[src/rtl/cbx_pkg.sv]
package cbx_pkg;

  typedef enum logic [2:0] {
    MODE_UN16    = 3'd0,
    MODE_WIDE16  = 3'd1,
    MODE_UO16    = 3'd2,
    MODE_UO16REV = 3'd3,
    MODE_G32     = 3'd4,
    MODE_C32A    = 3'd5,
    MODE_C32B    = 3'd6,
    MODE_N32     = 3'd7
  } bankMode_e;

  // strobes from control to datapath
  typedef struct packed {
    logic modeWr;
    logic latchWr;
  } ctrlStrobe_t;

  localparam int unsigned FIX_LOW16  = 7;
  localparam int unsigned FIX_HIGH16 = 15;
  localparam int unsigned FIX32_A    = 7;
  localparam int unsigned FIX32_B    = 3;

endpackage

[src/rtl/cbx_ctrl.sv]
module cbx_ctrl
  import cbx_pkg::*;
#(
  parameter int unsigned CPU_AW = 16,
  parameter logic [CPU_AW-1:0] MODE_BASE = 16'h42FC
) (
  input  logic [CPU_AW-1:2] cpuAddrHi,
  input  logic              cpuWrite,
  input  logic              protectQ,
  output ctrlStrobe_t       strb,
  output logic              prgWe
);

  logic modeHit;
  logic upperHalf;

  assign modeHit   = (cpuAddrHi == MODE_BASE[CPU_AW-1:2]);
  assign upperHalf = cpuAddrHi[CPU_AW-1];

  always_comb begin
    strb.modeWr  = cpuWrite && modeHit;
    strb.latchWr = cpuWrite && upperHalf && protectQ;
    prgWe        = cpuWrite && upperHalf && !protectQ;
  end

endmodule

[src/rtl/cbx_datapath.sv]
module cbx_datapath
  import cbx_pkg::*;
#(
  parameter int unsigned PRG_AW = 18,
  parameter int unsigned CHR_AW = 15,
  parameter int unsigned PPU_AW = 14,
  parameter int unsigned DATA_W = 8
) (
  input  logic              clk,
  input  logic              rst_n,
  input  ctrlStrobe_t       strb,
  input  logic [14:0]       cpuAddrLo,
  input  logic [DATA_W-1:0] cpuData,
  input  logic [PPU_AW-1:0] ppuAddr,
  input  logic              ppuWrite,
  output logic              protectQ,
  output logic [PRG_AW-1:0] prgAddr,
  output logic [CHR_AW-1:0] chrAddr,
  output logic              chrWe,
  output logic [1:0]        mirrorCode,
  output logic              ntSel
);

  localparam int unsigned OFS16   = 14;
  localparam int unsigned CHR_OFS = 13;
  localparam int unsigned CHR_BW  = CHR_AW - CHR_OFS;
  localparam int unsigned LATCH_W = DATA_W - 1;
  localparam int unsigned BANK_W  = 5;
  localparam int unsigned FULL_W  = BANK_W + OFS16;

  bankMode_e            modeQ;
  logic [1:0]           mirrorQ;
  logic [LATCH_W-1:0]   latchQ;
  logic [CHR_BW-1:0]    chrHoldQ;

  logic [BANK_W-1:0]    bank16;
  logic [FULL_W-1:0]    prgFull;
  logic                 unusedPrgHi;
  logic                 hasChrField;
  logic [CHR_BW-1:0]    chrField;
  logic [CHR_BW-1:0]    chrBank;
  logic                 chrWritable;
  logic                 a14;

  // registers
  always_ff @(posedge clk) begin
    if (!rst_n) begin
      modeQ    <= MODE_UN16;
      mirrorQ  <= 2'd2;
      protectQ <= 1'b0;
      latchQ   <= '0;
      chrHoldQ <= '0;
    end else begin
      if (strb.modeWr) begin
        modeQ    <= bankMode_e'(cpuData[DATA_W-1:DATA_W-3]);
        mirrorQ  <= {cpuAddrLo[0], cpuData[4]};
        protectQ <= cpuAddrLo[1];
      end
      if (strb.latchWr) begin
        latchQ <= cpuData[LATCH_W-1:0];
      end
      if (hasChrField) begin
        chrHoldQ <= chrField;
      end
    end
  end

  assign a14 = cpuAddrLo[OFS16];

  // program bank arithmetic
  always_comb begin
    unique case (modeQ)
      MODE_UN16:    bank16 = a14 ? BANK_W'(FIX_LOW16)  : BANK_W'(latchQ[2:0]);
      MODE_WIDE16:  bank16 = a14 ? BANK_W'(FIX_LOW16)  : BANK_W'(latchQ[6:2]);
      MODE_UO16:    bank16 = a14 ? BANK_W'(FIX_HIGH16) : BANK_W'(latchQ[3:0]);
      MODE_UO16REV: bank16 = a14 ? BANK_W'(latchQ[3:0]) : BANK_W'(FIX_HIGH16);
      MODE_G32:     bank16 = BANK_W'({latchQ[5:4], a14});
      MODE_C32A:    bank16 = BANK_W'({3'(FIX32_A), a14});
      default:      bank16 = BANK_W'({2'(FIX32_B), a14});
    endcase
  end

  assign prgFull     = {bank16, cpuAddrLo[OFS16-1:0]};
  assign prgAddr     = prgFull[PRG_AW-1:0];
  assign unusedPrgHi = ^prgFull[FULL_W-1:PRG_AW];

  // character bank selection
  always_comb begin
    hasChrField = 1'b0;
    chrField    = latchQ[CHR_BW-1:0];
    unique case (modeQ)
      MODE_WIDE16, MODE_G32, MODE_C32A: hasChrField = 1'b1;
      MODE_C32B: begin
        hasChrField = 1'b1;
        chrField    = {{(CHR_BW-1){1'b0}}, latchQ[0]};
      end
      default: hasChrField = 1'b0;
    endcase
  end

  assign chrBank     = hasChrField ? chrField : chrHoldQ;
  assign chrWritable = (modeQ == MODE_UN16) || (modeQ == MODE_WIDE16) ||
                       (modeQ == MODE_UO16) || (modeQ == MODE_UO16REV);
  assign chrAddr     = {chrBank, ppuAddr[CHR_OFS-1:0]};
  assign chrWe       = ppuWrite && !ppuAddr[CHR_OFS] && chrWritable;

  // nametable page select
  always_comb begin
    unique case (mirrorQ)
      2'd0:    ntSel = 1'b0;
      2'd1:    ntSel = 1'b1;
      2'd2:    ntSel = ppuAddr[10];
      default: ntSel = ppuAddr[11];
    endcase
  end

  assign mirrorCode = mirrorQ;

endmodule

[src/rtl/cart_bank_xlate.sv]
module cart_bank_xlate
  import cbx_pkg::*;
#(
  parameter int unsigned CPU_AW = 16,
  parameter int unsigned DATA_W = 8,
  parameter int unsigned PPU_AW = 14,
  parameter int unsigned PRG_AW = 18,
  parameter int unsigned CHR_AW = 15
) (
  input  logic              clk,
  input  logic              rst_n,
  input  logic [CPU_AW-1:0] cpuAddr,
  input  logic [DATA_W-1:0] cpuData,
  input  logic              cpuWrite,
  input  logic [PPU_AW-1:0] ppuAddr,
  input  logic              ppuWrite,
  output logic [PRG_AW-1:0] prgAddr,
  output logic              prgWe,
  output logic [CHR_AW-1:0] chrAddr,
  output logic              chrWe,
  output logic [1:0]        mirrorCode,
  output logic              ntSel
);

  ctrlStrobe_t strb;
  logic        protectQ;

  cbx_ctrl #(.CPU_AW(CPU_AW)) ctrl_i (
    .cpuAddrHi (cpuAddr[CPU_AW-1:2]),
    .cpuWrite  (cpuWrite),
    .protectQ  (protectQ),
    .strb      (strb),
    .prgWe     (prgWe)
  );

  cbx_datapath #(
    .PRG_AW (PRG_AW),
    .CHR_AW (CHR_AW),
    .PPU_AW (PPU_AW),
    .DATA_W (DATA_W)
  ) dp_i (
    .clk        (clk),
    .rst_n      (rst_n),
    .strb       (strb),
    .cpuAddrLo  (cpuAddr[14:0]),
    .cpuData    (cpuData),
    .ppuAddr    (ppuAddr),
    .ppuWrite   (ppuWrite),
    .protectQ   (protectQ),
    .prgAddr    (prgAddr),
    .chrAddr    (chrAddr),
    .chrWe      (chrWe),
    .mirrorCode (mirrorCode),
    .ntSel      (ntSel)
  );

endmodule

[config.mk]
export PLATFORM = sky130hd
export DESIGN_NAME = cart_bank_xlate
export DESIGN_NICKNAME = d
export VERILOG_FILES = /design/src/rtl/cbx_pkg.sv /design/src/rtl/cbx_ctrl.sv /design/src/rtl/cbx_datapath.sv /design/src/rtl/cart_bank_xlate.sv
export SDC_FILE = /design/constraint.sdc
export NUM_CORES = 1
export LEC_CHECK = 0
export BUFFER_PORTS_ARGS = -buffer_cell sky130_fd_sc_hd__buf_4
export CAP_MARGIN = 20
export CORE_ASPECT_RATIO = 1.4
export CORE_MARGIN = 2
export CORE_UTILIZATION = 42
export DETAILED_ROUTE_END_ITERATION = 10
export PLACE_DENSITY = 0.85
export SLEW_MARGIN = 5
export SYNTH_ARGS = -nofsm -noshare
export SYNTH_HDL_FRONTEND = slang
export SYNTH_SLANG_ARGS = --single-unit
export TNS_END_PERCENT = 5
[constraint.sdc]
create_clock -name clk -period 4.8 [get_ports clk]
set_clock_uncertainty 0.1 [all_clocks]
set_input_delay 0.72 -clock clk [delete_from_list [all_inputs] [get_ports clk]]
set_output_delay 0.72 -clock clk [all_outputs]
set_load 0.005 [all_outputs]
======== Yosys cells after proc, flatten, opt, wreduce, memory -nomap -nowiden ========
Cells that the tools add are included.
storage, ports and cells
  flip-flop bits (word level) ............. 14
  bits of input ports ..................... 42
  output and inout port bits .............. 38
  logic and storage cells ................. 37
cells by class
  equal/unequal tests ..................... 9
  mux-type cells .......................... 9
  reduce and logical (&&, ||, !) cells .... 14
operator list
  cell                                                    count
  case mux 4 bit (6 select lines)                         1
  equality test 14 x 13 -> 1 bit (second input constant)  1
  two-way mux 4 bit                                       3
  equality test 3 bit (second input constant)             3
  equality test 3 x 2 -> 1 bit (second input constant)    2
  logical AND 1 bit                                       6
  two-way mux 2 bit                                       2
  OR reduction 4 bit                                      1
  equality test 3 x 1 -> 1 bit (second input constant)    1
  zero test 3 bit                                         1
  logical OR 1 bit                                        3
  two-way mux 3 bit                                       1
  case mux 1 bit (3 select lines)                         1
  equality test 2 x 1 -> 1 bit (second input constant)    1
  equality test 2 bit (second input constant)             1
  zero test 1 bit                                         2
  zero test 2 bit                                         1
  two-way mux 1 bit                                       1

======== Longest topological paths before layout ========
  depth after elaboration ................. 5
  depth in mapped cells ................... 4

======== Hierarchy ========
From an unflattened synthesis, not the netlist that was laid out.
second synthesis, totals
  cell total of the unflattened synthesis .. 124
  area total of the unflattened synthesis .. 1002.2 um2
modules (own cells, without submodules)
  module        times used  cells each  area an instance (um2)
  cbx_datapath  1           116         945.9
  cbx_ctrl      1           8           56.3

======== Worst setup path after synthesis ========
OpenSTA, ideal clock, no wires.
  path kind ............................... input-to-output
  start ................................... in cpuAddr[14]
  end ..................................... out prgAddr[14]
  arrival time ............................ 1.440 ns
  required time ........................... 3.980 ns
  slack ................................... 2.540 ns
  cell stages on the path ................. 4
  cells stage by stage .................... clkbuf_1 nor4bb_1 o21ai_0 o21a_1
on the way
  longest elaborated chain between the ends .. 2
  elaborated cells on any way between the ends .. 5
  those cells by class .................... mux (5)
ends and longest elaborated chain
  what                                       line                   text
  from (decl)                                cart_bank_xlate.sv:12  input logic [CPU_AW-1:0] cpuAddr,
  two-way mux 4 bit (tied with other cells)  cbx_datapath.sv:76     MODE_UO16REV: bank16 = a14 ? BANK_W'(latchQ[3:0]) : BANK_W'(FIX_HIGH16);
  case mux 4 bit (6 select lines) (*)        cbx_datapath.sv:72     unique case (modeQ)
  to (decl)                                  cart_bank_xlate.sv:17  output logic [PRG_AW-1:0] prgAddr,
Mark *: on every way between the ends. The rest lies on a longest branch, timed or not.

======== Final worst setup path ========
Same ends and word-level chain as after synthesis.

==> results.md <==
* Status: completed
* Synthesized cell area at 1020 µm²
* Via/cell ratio at ~5.3
* Die ar. at 2850 µm²
* Num CTS Buffers at 3
* Htree depth at 1
* Postcts setup bufs at 0
* Std-Cell Rows at 21
* Hold WS at about 0.39 ns
* Worst-margin pin slew at roughly 0.55 ns
* Via total after detailed routing at 952
* Number of synthesized flops with an enable pin at 0
* Fin crit share at 0.492
* Crit-path slowest cell: nor4bb_1
* GRT Total Usage at 0.167
* Clock slew at reported path FFs at around 0.07 ns
* CP cell instances: buf_4, nor4bb_1, o21ai_0, o21a_1, buf_4
* # DRC at 0
* Synth Flop Type: dfxtp_1
* First-pass GRT wire length at roughly 3600 µm
* Yosys warning count at 0
* Syn_area_per_cell at about 8 µm²
* # setup viols final at 0
* Boundary Pins at 80
* Seq/Total Area, Yosys at 0.275
* Seq cells post-synth at 14
* Inst Count DP at 176
* CP Buf/Inv Count at 2
* Clock Sinks at 14
* Average wire per standard cell at between 10 and 15 µm
* Rel. slew slack at 0.630
* WS Path Type: in -> out
* DP Worst Slack at 2.45 ns
* Crit path arrival time at around 1.5 ns
* Post-synth cell types at 30
* Max Fclk at approximately 420 MHz
* Initial DRC Count at 28
* FFs w/ async S/R, synth at 0
* Antenna diode count at 0
* Post-cts sizing count at 0
* IR drop worst, VDD at 142 µV
* P per Cell Area at 178 nW/µm²
* Critical Path Sink Type: output port
* Routed wire length at 2400 µm
* Worst Path Max Fanout at 12
* Port Buffer Count at 57
* P_leak at roughly 0.63 nW
* RSZ-0062 raised after global routing: false
* Hold WC Path Type: reg -> reg
* Area Growth Syn to Fin at 25.2%
* Die Ht at 62.3 µm
* First-pass DRT Iterations at 4
* Initial antenna violation count at 0
* Leading cell type in the layout, fill and taps excluded: buf_4
* Cell count after synthesis at 128
* TritonCTS clock tree: yes
* RePlAce Congestion at 0.780
* Vias in the first global route at 873
* Top Family by Delay on Critical Path: simple AND/OR/NAND/NOR gates
* Worst path max stage delay at 0.30 ns
* Period minus WS final at 2.36 ns
* Final HPWL from detailed placement at 2020 µm
* Non-filler cells in the finished layout at 179
* Final Max Slew Viols at 0
* CP most frequent cell: buf_4
* Max Buffers Root-to-Sink at 2
* Core region area at roughly 2300 µm²
* Setup TNS at 0 ns
* Max Cap Viol at 0
* Clk_lat worst skew at 0.27 ns
* Synth Net Count at 170
* Root buf cell: clkbuf_4
* Worst path required time at 3.98 ns
* Pwr Total at ~0.00023 W
* Final count of hold timing violations at 0
* Hold_buf cts at 0
* Worst setup SP type: input port
* Die width at 45.7 µm
* Layout cells sized above 1 at 0.410
* Post-DRT Antenna Nets at 0
* Remaining Overflow, GRT at 0
* Largest net degree at the start of global routing at 13
* Nets at 200
* Initial core utilization at 0.437
* Setup ws final at between 2 and 2.5 ns
* Most frequent cells in the layout: buf_4, nor2_1, nand2_1, dfxtp_1, mux2i_1
==> where the power goes <==
group          internal (W)   total, W   switching, W
logic             0.0000309  0.0000498      0.0000189
clock network     0.0000290  0.0000625      0.0000335
registers          0.000116   0.000116  0.00000000279
==> state kept, by name, indices dropped and copies added (netlist names) <==
signal / flops
dp_i.latchQ: 6
dp_i.mirrorCode: 2
dp_i.chrHoldQ: 2
dp_i.modeQ: 3
dp_i.protectQ: 1
==> Yosys cell counts (3+ instances only) <==
| master | number | area share |
|---|---|---|
| a21oi_1 | 3 | 0.015 |
| buf_4 | 27 | 0.20 |
| clkbuf_1 | 5 | 0.018 |
| dfxtp_1 | 14 | 0.27 |
| inv_1 | 3 | 0.011 |
| mux2i_1 | 12 | 0.12 |
| nand2_1 | 14 | 0.051 |
| nand2b_1 | 3 | 0.018 |
| nor2_1 | 14 | 0.051 |
| o21ai_0 | 6 | 0.029 |
==> final timing paths <==
path	from	end	slack, ns	depth (start not counted)
worst max-delay path	cpuAddr[14]	prgAddr[14]	2.44	5
worst min-delay path	dp_i.mirrorCode[0]	dp_i.mirrorCode[0]	0.39	2
worst max register to register	dp_i.modeQ[0]	dp_i.chrHoldQ[1]	3.58	3
worst min register to register	dp_i.mirrorCode[0]	dp_i.mirrorCode[0]	0.39	2
==> through the flow <==
step	util	cell area, µm²
5_1_grt	0.547	1280
4_1_cts	0.547	1280
3_3_place_gp	0.537	1260
6_report	0.547	1280
3_5_place_dp	0.537	1260
2_1_floorplan	-	1020
==> cells by family (layout without fill, tap and decap cells) <==
family / count (synthesis) / count (layout) / share of synthesized area
multiplexers: 12 / 12 / 0.118
flip-flops: 14 / 14 / 0.275
AND/OR/NAND/NOR: 48 / 48 / 0.266
AO/OA/AOI/OAI: 18 / 18 / 0.110
buffers and inverters: 36 / 64 / 0.232
==> tightest hold or removal path, cell delays in order, from the launching register on <==
cell	delay (ns)
dfxtp_1	0.34
nand2_1	0.06
mux2i_1	0.05
==> final cells by class <==
class	count	area, µm²
Clock buffer	3	22.5
Sequential cell	14	280
Multi-Input combinational cell	78	504
Fill cell	212	1060
Timing Repair Buffer	57	428
Inverter	4	15.0
Tap cell	23	28.8
==> metal layers <==
layer,vias up,routed length [µm],track usage
li1,465,-,-
met5,-,0,0
met1,450,920,0.183
met3,6,129,0.0145
met2,31,1320,0.299
met4,0,32,0.0772
Note: power is estimated with default switching activity, not from simulation.
